===== src/rtl/uep_pkg.sv =====
package uep_pkg;
   typedef enum logic [2:0] {
      ST_IDLE,
      ST_PCT_GO,
      ST_PCT_WAIT,
      ST_AVG_GO,
      ST_AVG_WAIT,
      ST_OUT
   } uep_state_e;
endpackage


===== src/rtl/uep_busy_cnt.sv =====
module uep_busy_cnt #(
   parameter int CNT_W = 16
) (
   input  logic             clk,
   input  logic             rst_n,
   input  logic             busy_i,
   input  logic             clr_i,
   output logic [CNT_W-1:0] snap_o
);
   localparam logic [CNT_W-1:0] CNT_MAX = '1;

   logic [CNT_W-1:0] cnt_q;

   // Count including the current cycle, saturating at the top.
   always_comb begin
      if (busy_i && cnt_q != CNT_MAX) snap_o = cnt_q + CNT_W'(1);
      else                            snap_o = cnt_q;
   end

   always_ff @(posedge clk) begin
      if (!rst_n)     cnt_q <= '0;
      else if (clr_i) cnt_q <= '0;
      else            cnt_q <= snap_o;
   end

   AST_CNT_CLEAR: assert property (@(posedge clk) disable iff (!rst_n)
      clr_i |=> (cnt_q == '0));
endmodule


===== src/rtl/uep_divider.sv =====
module uep_divider #(
   parameter int NUM_W = 24,
   parameter int DEN_W = 16
) (
   input  logic             clk,
   input  logic             rst_n,
   input  logic             start_i,
   input  logic [NUM_W-1:0] num_i,
   input  logic [DEN_W-1:0] den_i,
   output logic             done_o,
   output logic [NUM_W-1:0] quot_o
);
   localparam int ITR_W = $clog2(NUM_W + 1);

   logic [DEN_W-1:0] rem_q, den_q;
   logic [NUM_W-1:0] quo_q;
   logic [ITR_W-1:0] itr_q;
   logic             run_q, done_q;
   logic [DEN_W:0]   shf;
   logic             fits;

   always_comb begin
      shf  = {rem_q, quo_q[NUM_W-1]};
      fits = (shf >= {1'b0, den_q});
   end

   always_ff @(posedge clk) begin
      if (!rst_n) begin
         rem_q  <= '0;
         den_q  <= '0;
         quo_q  <= '0;
         itr_q  <= '0;
         run_q  <= 1'b0;
         done_q <= 1'b0;
      end else if (start_i) begin
         rem_q  <= '0;
         den_q  <= den_i;
         quo_q  <= num_i;
         itr_q  <= ITR_W'(NUM_W);
         run_q  <= 1'b1;
         done_q <= 1'b0;
      end else if (run_q) begin
         if (fits) begin
            rem_q <= DEN_W'(shf - {1'b0, den_q});
            quo_q <= {quo_q[NUM_W-2:0], 1'b1};
         end else begin
            rem_q <= DEN_W'(shf);
            quo_q <= {quo_q[NUM_W-2:0], 1'b0};
         end
         itr_q <= itr_q - ITR_W'(1);
         if (itr_q == ITR_W'(1)) begin
            run_q  <= 1'b0;
            done_q <= 1'b1;
         end
      end else begin
         done_q <= 1'b0;
      end
   end

   assign done_o = done_q;
   assign quot_o = quo_q;

   AST_DIV_DONE_PULSE: assert property (@(posedge clk) disable iff (!rst_n)
      done_q |=> !done_q);
endmodule


===== src/rtl/util_ema_pred.sv =====
module util_ema_pred
   import uep_pkg::*;
#(
   parameter int CNT_W     = 16,
   parameter int PCT_W     = 8,
   parameter int WGT_W     = 3,
   parameter bit USE_SHIFT = 1'b1,
   parameter bit USE_THR   = 1'b1
) (
   input  logic             clk,
   input  logic             rst_n,
   input  logic             busy_i,
   input  logic             ivl_end_i,
   input  logic [CNT_W-1:0] ivl_len_i,
   input  logic [WGT_W-1:0] weight_i,
   input  logic [PCT_W-1:0] up_thr_i,
   input  logic [PCT_W-1:0] dn_thr_i,
   output logic [PCT_W-1:0] run_pct_o,
   output logic [PCT_W-1:0] pred_o,
   output logic             pred_vld_o,
   output logic             speed_up_o,
   output logic             slow_down_o
);
   localparam int NUM_W = CNT_W + PCT_W;
   localparam int SUM_W = PCT_W + WGT_W;
   localparam logic [NUM_W-1:0] FULL_N = NUM_W'((1 << PCT_W) - 1);

   if (CNT_W < WGT_W + 2) begin : g_bad_cnt
      $error("CNT_W too narrow for the weight divisor");
   end
   if (PCT_W < 2 || WGT_W < 1) begin : g_bad_pct
      $error("PCT_W or WGT_W out of range");
   end

   uep_state_e       state_q;
   logic [CNT_W-1:0] snap, smp_q, len_q;
   logic [WGT_W-1:0] wgt_q;
   logic [PCT_W-1:0] pct_q, pred_q;
   logic [SUM_W-1:0] sum;
   logic [NUM_W-1:0] div_num, div_quot;
   logic [CNT_W-1:0] div_den;
   logic             div_start, div_done;
   logic             shift_hit;
   logic [SUM_W-1:0] shift_res;

   function automatic logic [PCT_W-1:0] clip(input logic [NUM_W-1:0] v);
      return (v > FULL_N) ? PCT_W'(FULL_N) : PCT_W'(v);
   endfunction

   uep_busy_cnt #(.CNT_W(CNT_W)) u_cnt (
      .clk    (clk),
      .rst_n  (rst_n),
      .busy_i (busy_i),
      .clr_i  (ivl_end_i),
      .snap_o (snap)
   );

   always_comb sum = SUM_W'(wgt_q) * SUM_W'(pred_q) + SUM_W'(pct_q);

   // Fast path for weights whose divisor is a power of two.
   if (USE_SHIFT) begin : g_shift
      always_comb begin
         shift_hit = ((wgt_q & (wgt_q + WGT_W'(1))) == '0);
         shift_res = sum >> $countones(wgt_q);
      end
   end else begin : g_noshift
      always_comb begin
         shift_hit = 1'b0;
         shift_res = '0;
      end
   end

   always_comb begin
      if (state_q == ST_PCT_GO) begin
         div_num = NUM_W'(smp_q) * FULL_N;
         div_den = len_q;
      end else begin
         div_num = NUM_W'(sum);
         div_den = CNT_W'(wgt_q) + CNT_W'(1);
      end
      div_start = ((state_q == ST_PCT_GO) && (len_q != '0)) ||
                  ((state_q == ST_AVG_GO) && !shift_hit);
   end

   uep_divider #(.NUM_W(NUM_W), .DEN_W(CNT_W)) u_div (
      .clk     (clk),
      .rst_n   (rst_n),
      .start_i (div_start),
      .num_i   (div_num),
      .den_i   (div_den),
      .done_o  (div_done),
      .quot_o  (div_quot)
   );

   always_ff @(posedge clk) begin
      if (!rst_n) begin
         state_q <= ST_IDLE;
         smp_q   <= '0;
         len_q   <= '0;
         wgt_q   <= '0;
         pct_q   <= '0;
         pred_q  <= '0;
      end else begin
         unique case (state_q)
            ST_IDLE: if (ivl_end_i) begin
               smp_q   <= snap;
               len_q   <= ivl_len_i;
               wgt_q   <= weight_i;
               state_q <= ST_PCT_GO;
            end
            ST_PCT_GO: if (len_q == '0) begin
               pct_q   <= '0;
               state_q <= ST_AVG_GO;
            end else begin
               state_q <= ST_PCT_WAIT;
            end
            ST_PCT_WAIT: if (div_done) begin
               pct_q   <= clip(div_quot);
               state_q <= ST_AVG_GO;
            end
            ST_AVG_GO: if (shift_hit) begin
               pred_q  <= clip(NUM_W'(shift_res));
               state_q <= ST_OUT;
            end else begin
               state_q <= ST_AVG_WAIT;
            end
            ST_AVG_WAIT: if (div_done) begin
               pred_q  <= clip(div_quot);
               state_q <= ST_OUT;
            end
            default: state_q <= ST_IDLE;
         endcase
      end
   end

   assign run_pct_o  = pct_q;
   assign pred_o     = pred_q;
   assign pred_vld_o = (state_q == ST_OUT);

   if (USE_THR) begin : g_thr
      assign speed_up_o  = (pred_q > up_thr_i);
      assign slow_down_o = (pred_q < dn_thr_i);
   end else begin : g_nothr
      assign speed_up_o  = 1'b0;
      assign slow_down_o = 1'b0;
   end

   AST_VLD_PULSE: assert property (@(posedge clk) disable iff (!rst_n)
      pred_vld_o |=> !pred_vld_o);
   AST_PRED_ONLY_WITH_VLD: assert property (@(posedge clk) disable iff (!rst_n)
      (pred_q != $past(pred_q)) |-> pred_vld_o);
   AST_PRED_BETWEEN: assert property (@(posedge clk) disable iff (!rst_n)
      pred_vld_o |-> (((pred_q >= $past(pred_q)) || (pred_q >= pct_q)) &&
                      ((pred_q <= $past(pred_q)) || (pred_q <= pct_q))));
   AST_FLAG_EXCL: assert property (@(posedge clk) disable iff (!rst_n)
      (up_thr_i >= dn_thr_i) |-> !(speed_up_o && slow_down_o));
endmodule


===== config.mk =====
export PLATFORM = sky130hd
export DESIGN_NAME = util_ema_pred
export DESIGN_NICKNAME = d
export VERILOG_FILES = /design/src/rtl/uep_pkg.sv /design/src/rtl/uep_busy_cnt.sv /design/src/rtl/uep_divider.sv /design/src/rtl/util_ema_pred.sv
export SDC_FILE = /design/constraint.sdc
export NUM_CORES = 1
export LEC_CHECK = 0
export BUFFER_PORTS_ARGS = -buffer_cell sky130_fd_sc_hd__buf_2
export CAP_MARGIN = 20
export CORE_ASPECT_RATIO = 2
export CORE_MARGIN = 5
export CORE_UTILIZATION = 35
export CTS_BUF_LIST = sky130_fd_sc_hd__clkbuf_4 sky130_fd_sc_hd__clkbuf_8
export CTS_CLUSTER_DIAMETER = 120
export DETAILED_ROUTE_END_ITERATION = 8
export PLACE_DENSITY = 0.59
export SYNTH_ARGS = -nofsm -noshare
export SYNTH_HDL_FRONTEND = slang
export SYNTH_SLANG_ARGS = --single-unit

===== constraint.sdc =====
create_clock -name clk -period 4.4 [get_ports clk]
set_input_delay 0.22 -clock clk [delete_from_list [all_inputs] [get_ports clk]]
set_output_delay 0.22 -clock clk [all_outputs]
set_load 0.01 [all_outputs]

# Word-level counts from Yosys, hierarchy flattened
# Cells that the tools add are included.
# totals
elab_cells,89
reg_bits,133
# classes
magnitude_cmp,5
multipliers,2
n_mux,25
eq_ne,12
shifts,1
bitwise_logic,3
reduce_logical,19
n_addsub,8
# op_table
op,count
$mux W24,3
$mux W16,3
$mux W8,5
$pmux W8 S2,2
$gt A24 B8 Y1 const B,1
$mul A16 B8 Y24 const B,1
$ge A17 B16 Y1,1
$add A16 B1 Y16 const B,1
$logic_not A16 Y1,1
$ne A16 B16 Y1 const B,1
$reduce_bool A16 Y1,1
$sub A16 B16 Y16,1
$pmux W3 S5,1
$add A11 B8 Y11,1
$gt A11 B8 Y1 const B,1
$mul A3 B8 Y11,1
$shr A11 B3 Y11,1
$mux W5,2
$mux W3,3
$reduce_and A3 Y1,3
$gt A8 B8 Y1,1
$lt A8 B8 Y1,1
$eq A3 B2 Y1 const B,2
$eq A3 B3 Y1 const B,2
20 further kinds,35

# Logic depth before layout (Yosys ltp)
# Gate-level depths: netlist of the first run.
# logic_depth
depth_word,7
mapped_depth,17

# Cells and area by module
# From an unflattened synthesis of the first run, not the netlist that was laid out.
# hier_totals
hier_cells,1419
area_unflattened_um2,11691.2
# modules_own_cells
mod,area_per_inst_um2,cells_each,instances,seq_area_each_um2
util_ema_pred,7149.4,887,1,1081.0
uep_divider,3673.5,428,1,1261.2
uep_busy_cnt,868.3,104,1,320.3

# Worst setup path after synthesis of the first run
# No wires, ideal clock.
# synth_path
path_type,reg-to-reg
from,reg smp_q[8]
to,reg u_div.quo_q[19] (netlist: u_div.quot_o[19])
path_stages_with_launch,15
slack_ns,-0.198
required_ns,4.278
setup_ns,0.122
arrival_time_ns,4.477
synth_period_minus_slack_ns,4.598
cell_sequence,dfxtp_1 -> fa_1 -> fa_1 -> fa_1 -> inv_1 -> fa_1 -> inv_1 -> ha_1 -> a21o_1 -> a2111oi_0 -> a21oi_1 -> a21bo_2 -> a21oi_1 -> xnor2_1 -> a21oi_1
# synth_via
elab_chain_len,3
# synth_rtl
item,line_no,text
start: declaration,util_ema_pred.sv:36,"logic [CNT_W-1:0] snap, smp_q, len_q;"
start signal: assignment,util_ema_pred.sv:106,smp_q <= snap;
$mul A16 B8 Y24,util_ema_pred.sv:75,div_num = NUM_W'(smp_q) * FULL_N;
$mux W24,util_ema_pred.sv:74,if (state_q == ST_PCT_GO) begin
$mux W24,uep_divider.sv:35,end else if (start_i) begin
end signal: assignment,uep_divider.sv:38,quo_q <= num_i;
end signal: assignment,uep_divider.sv:45,"quo_q <= {quo_q[NUM_W-2:0], 1'b1};"
end signal: assignment,uep_divider.sv:48,"quo_q <= {quo_q[NUM_W-2:0], 1'b0};"
end: declaration,uep_divider.sv:16,logic [NUM_W-1:0] quo_q;
# No other way between the ends.
# A chain may end at the register's enable or synchronous reset.

# Worst setup path after layout of the first run
# layout_path
from,reg smp_q[0]
to,reg u_div.quo_q[22] (netlist: u_div.quot_o[22])
# Same word-level chain as after synthesis.

==> results of run 1 <==
stage by stage:
stage               setup TNS (ns)  hold WS (ns)  util, %  std cells  area, µm²
floorplan                        0         0.356        -       1310      10900
global placement             -1.16         0.452     39.4       1820      12200
detailed placement           -1.80         0.460     39.4       1820      12200
CTS                        -0.0307        0.0163     41.7       1870      12900
global route                 -1.13        0.0358     42.1       1876      13000
finish                           0        0.0518     42.2       1877      13000
layout by cell type, fill, tap and decap left out, types with 29 or more instances in the layout:
| cell | count |
|---|---|
| inv_1 | 178 |
| o21ai_0 | 72 |
| and2_1 | 29 |
| nand2_1 | 119 |
| xnor2_1 | 30 |
| fa_1 | 78 |
| dfxtp_1 | 118 |
| buf_4 | 85 |
| mux2i_1 | 36 |
| a21oi_1 | 96 |
| nor2_1 | 107 |
| buf_2 | 57 |
| ha_1 | 87 |
registers in the layout, indices dropped and copies added (netlist names):
name	count
u_div.rem_q	16
len_q	16
u_cnt.cnt_q	16
u_div.run_q	1
u_div.quot_o	24
u_div.itr_q	5
run_pct_o	8
wgt_q	3
pred_o	8
state_q	3
u_div.den_q	16
smp_q	16
u_div.done_o	1
path summary, 6_finish.rpt:
path                                     start  depth (start not counted)          endpoint  slack, ns
worst min-delay path              ivl_len_i[1]                          3          len_q[1]       0.05
worst max-delay path                  smp_q[0]                         18  u_div.quot_o[22]       0.02
worst max register to register        smp_q[0]                         18  u_div.quot_o[22]       0.02
worst min register to register  u_div.den_q[3]                          2    u_div.den_q[3]       0.47
kinds of logic after synthesis:
group / count (synthesis) / synth area share (%)
flops: 133 / 24.4
compound gates: 306 / 17.5
buf+inv: 234 / 8.20
simple gates: 370 / 15.9
mux: 40 / 3.72
fa+ha+maj: 178 / 26.3
xor+xnor: 49 / 3.94
critical path, delay by kind of cell, from the launching register on:
| kind | cells | cell delay (ns) |
|---|---|---|
| AOI/OAI and AO/OA | 5 | 0.91 |
| xor gates and xnor gates | 1 | 0.13 |
| adders and majority gates | 5 | 2.33 |
| buffers and inverters | 5 | 0.34 |
| DFF | 1 | 0.33 |
| and+or+nand+nor | 2 | 0.23 |
area by class of cell:
type,count,area (µm²),area share (%)
timing repair buffer,160,1110,8.50
clock inverter,13,149,1.14
antenna,2,5.00,0.0385
clock buffer,19,249,1.91
tap,418,523,4.02
inverter,189,709,5.45
multi-input combinational,943,7570,58.2
sequential,133,2690,20.7
layer usage:
| metal | global-route usage [%] | part of all wire [%] | up-vias |
|---|---|---|---|
| li1 | - | - | 4681 |
| met1 | 16.2 | 35 | 4518 |
| met2 | 35.5 | 60 | 154 |
| met3 | 1.92 | 2.0 | 51 |
| met4 | 7.56 | 3.4 | 0 |
| met5 | 0 | 0 | - |
timing repair:
item	CTS	global route
pin swaps	27	47
endpoints found under the hold margin	16	0
setup endpoints to repair	9	10
resized for setup	31	29
hold buffers	16	0
setup buffers	2	5
==> results.ini, run 1 <==
[sta]
hold_viol=0
tightestPinTransition_ns=1.07
period_minus_slack_ns=4.38
fin_ws_ns=0.0210
rsz0062_at_grt=true
relSlewSlack_pct=28.7
slew_viol_final=0
setup_viol=0
fin_crit_sh_pct=99.5
fmax_mhz=228
finClkSkew_ns=0.0143

[die]
io_pins=58
initial_core_util_pct=35.3
die_area_mm2=0.0350
die_h_um=260
rows=91
die_x_um=135
coreArea_mm2=0.0309

[yosys]
synth-edff-count=0
synth_area_mm2=0.0109
synth_area_leaders=dfxtp_1 (24%), fa_1 (16%), ha_1 (11%)
synth_common_cells=inv_1 (187), dfxtp_1 (133), nand2_1 (120)
ys_seq_area_share_pct=24.4
yosysTopAreaCellShare_pct=24.4
syn_avg_cell_area_um2=8.32
ys_ff_latch=133
yosysMostFrequentCell=inv_1
syn_nets=1527
async_reset_ff_share_pct=0
synthDistinctLibCells=62
ys.flop_type=dfxtp_1
syn_inst=1310
synth_warnings=0
yosysTopAreaCell=dfxtp_1

[setup_path]
cp_cell_sequence=fa_1 > inv_2 > fa_1 > inv_1 > fa_1 > inv_1 > fa_1 > inv_2 > ha_4 > nand2_2 > o311a_1 > a21boi_1 > buf_4 > nand4b_1 > a31oi_4 > o21ai_2 > xnor2_1 > o22ai_1
crit_required_ns=4.76
worstSetupPathType=reg2reg
slowest_delay_ns=0.56
crit_path_end_kind=flip-flop
critPathMaxFanout=5
startpoint_type=flip-flop
path_common_cell=fa_1
arrival_ns=4.74
crit_path_top_delay_cell=fa_1

[detailed_routing]
drc=0
drt-initial-drc-count=394
via_count=9404
via_per_inst=5.01
wl_per_cell_um=15.5
dr.pass1.iters=5
drtAntennaViolNets=0
drt_wl_total_um=29100

[placed_design]
place.gp.congestion=0.879
hpwlAfterDp_um=23300
port_buffers=57
post-place-ws_ns=-0.298

[global_routing]
grt_pass1_wl_um=47900
grt_max_degree=54
grt_pass1_vias=9741
grt_usage_pct=17.1
overflow=0
antenna_found_initial=1

[clocking]
clock-sinks=133
cts_tree=yes
clk_pin_slew_ns=0.08
cts_buffers=17
clk_latency_ns=0.48
cts-root-buf=clkbuf_8
clk_path_buf_depth=2
cts-htree-levels=4

[finish]
layout-drive-gt1-share_pct=17.0
area_growth_pct=19.3
fill_cells=3115
fin_nets=1661

[hold_path]
hp-class=in2reg

[outcome]
run_status=finished clean

[run]
maxCapViolCount=0

Power of run 1 is not shown: default switching activity piles up to over one toggle a cycle in this logic, so the estimate is an artifact.
==> inputs of run 2 (changes only) <==
--- a/config.mk
+++ b/config.mk
@@ -13,7 +13,7 @@
 export CTS_BUF_LIST = sky130_fd_sc_hd__clkbuf_4 sky130_fd_sc_hd__clkbuf_8
 export CTS_CLUSTER_DIAMETER = 120
 export DETAILED_ROUTE_END_ITERATION = 8
-export PLACE_DENSITY = 0.59
+export PLACE_DENSITY = 0.55
 export SYNTH_ARGS = -nofsm -noshare
 export SYNTH_HDL_FRONTEND = slang
 export SYNTH_SLANG_ARGS = --single-unit
==> results.ini, run 2 (synthesis results as in run 1) <==
[sta]
fmax_mhz=228  ; -0.15%
fin_crit_sh_pct=99.7  ; +0.15 points
finClkSkew_ns=0.0107  ; -0.00358 ns
tightestPinTransition_ns=1.07  ; +0.00417 ns
setup_viol=0  ; unchanged
hold_viol=0  ; unchanged
period_minus_slack_ns=4.39  ; +0.00648 ns
slew_viol_final=0  ; unchanged
rsz0062_at_grt=true
relSlewSlack_pct=28.4  ; -0.28 points
whs_ns=0.0471  ; -0.00478 ns

[finish]
layout_common_cells=inv_1 (177), nand2_1 (119), dfxtp_1 (118)
num_antenna_cells=0  ; -2
fill_cells=3149  ; +1.1%
largest_reg_flops=24  ; unchanged
layout-drive-gt1-share_pct=16.8  ; -0.24 points
instances_no_fill=1866  ; -0.59%
area_growth_pct=19.0
seq_area_mm2=0.00269  ; -0.28%
fin_nets=1653  ; -0.48%
multi_input_area_mm2=0.00757  ; about the same
layout_commonest_cell=inv_1

[placed_design]
place.gp.congestion=0.869  ; -1.1%
placedCellCount=1818  ; -0.11%
hpwlAfterDp_um=23400  ; +0.61%
port_buffers=57  ; unchanged

[setup_path]
crit_path_end_kind=flip-flop
r2r-start=smp_q[5]
critPathMaxFanout=5  ; unchanged
crit_required_ns=4.74  ; -0.02 ns
worstSetupPathType=reg2reg
r2r_slack_ns=0.01  ; about the same
arrival_ns=4.73  ; about the same
worstReg2RegEnd=u_div.quot_o[22]
reg2regPathDepth=19  ; +1
startpoint_type=flip-flop

[detailed_routing]
drc=0  ; unchanged
via_per_inst=4.98  ; -0.51%
wl_per_cell_um=15.6  ; +0.55%
dr.pass1.iters=4  ; -1
drtAntennaViolNets=0  ; unchanged
drt-initial-drc-count=269  ; -32%
drt_wl_total_um=29100  ; about the same
via_count=9301  ; -1.1%

[global_routing]
grt_pass1_wl_um=48800  ; +1.9%
grt_pass1_vias=9866  ; +1.3%
busiest_layer=met2
antenna_found_initial=1  ; unchanged
grt_usage_pct=17.5  ; +0.35 points
overflow=0  ; unchanged
grt_use_met2_pct=35.6  ; +0.084 points
grt_max_degree=54  ; unchanged
grt.met3_usage_pct=2.40  ; +0.48 points
grtUsageMet1_pct=16.8  ; +0.62 points

[clocking]
clk_pin_slew_ns=0.07  ; about the same
cts-htree-levels=4  ; unchanged
clk_latency_ns=0.47  ; about the same
cts_tree=yes
cts-root-buf=clkbuf_8
clock-sinks=133  ; unchanged
clk_path_buf_depth=2  ; unchanged
cts_buffers=17  ; unchanged

[die]
die_x_um=135  ; unchanged
initial_core_util_pct=35.3  ; unchanged
io_pins=58  ; unchanged
coreArea_mm2=0.0309  ; unchanged
rows=91  ; unchanged
die_h_um=260  ; unchanged
die_area_mm2=0.0350  ; unchanged

[hold_path]
hp-class=in2reg
holdCritStartpoint=ivl_len_i[6]
holdPathEnd=len_q[6]
hold-path-cell-count=3  ; unchanged

[run]
maxCapViolCount=0  ; unchanged

[outcome]
run_status=finished clean

## run 2: worst max path at each step
| stage | start | end | slack [ns] | cells after the start |
|---|---|---|---|---|
| 5_1_grt | smp_q[0] | u_div.quot_o[22] | -0.19 | 18 |
| 2_1_floorplan | smp_q[4] | u_div.quot_o[22] | 0.03 | 17 |
| 3_3_place_gp | smp_q[4] | u_div.quot_o[19] | -0.23 | 15 |
| 4_1_cts | smp_q[1] | u_div.quot_o[22] | -0.03 | 18 |
| 3_5_place_dp | smp_q[4] | u_div.quot_o[17] | -0.26 | 15 |
| 6_report | smp_q[5] | u_div.quot_o[22] | 0.01 | 19 |
## run 2: timing repair
item | 4_1_cts | 5_1_grt
endpoints found under the setup margin | 9 | 11
hold endpoints to repair | 12 | 0
pin swaps | 28 | 37
gates resized for setup | 26 | 30
hold buffers | 12 | 0
setup buffers | 1 | 4
## run 2: stage by stage
stage               util (%)  setup TNS (ns)  setup WS (ns)  cell area (µm²)
finish                  42.0               0         0.0145            13000
global route            42.0           -1.18         -0.194            13000
CTS                     41.6         -0.0333        -0.0333            12800
detailed placement      39.4           -1.61         -0.260            12100
global placement        39.4           -1.11         -0.233            12100
floorplan                  -               0         0.0293            10900
## run 2: layer usage
metal,wire [µm],up-vias,share of wire [%]
li1,-,4663,-
met1,10400,4474,36
met2,17200,111,59
met3,535,51,1.8
met4,997,2,3.4
met5,13,-,0.045
## run 2: final cells by class
class	instances	share of cell area [%]
Clock buffer	20	2.12
Clock inverter	11	1.33
Inverter	189	5.47
Multi-Input combinational cell	943	58.3
Sequential cell	133	20.7
Tap cell	418	4.03
Timing Repair Buffer	152	7.99
## run 2: critical path: stages (launching register included)
cell	delay (ns)
dfxtp_2	0.33
inv_2	0.04
fa_1	0.50
buf_4	0.16
fa_1	0.47
inv_1	0.05
fa_1	0.48
inv_1	0.05
fa_1	0.49
inv_2	0.05
ha_4	0.29
nand2_2	0.05
o311a_1	0.36
a21boi_1	0.14
buf_4	0.14
nand4b_1	0.17
a31oi_4	0.12
o21ai_2	0.15
xnor2_1	0.13
o22ai_1	0.09
Power of run 2 is left out for the same reason.
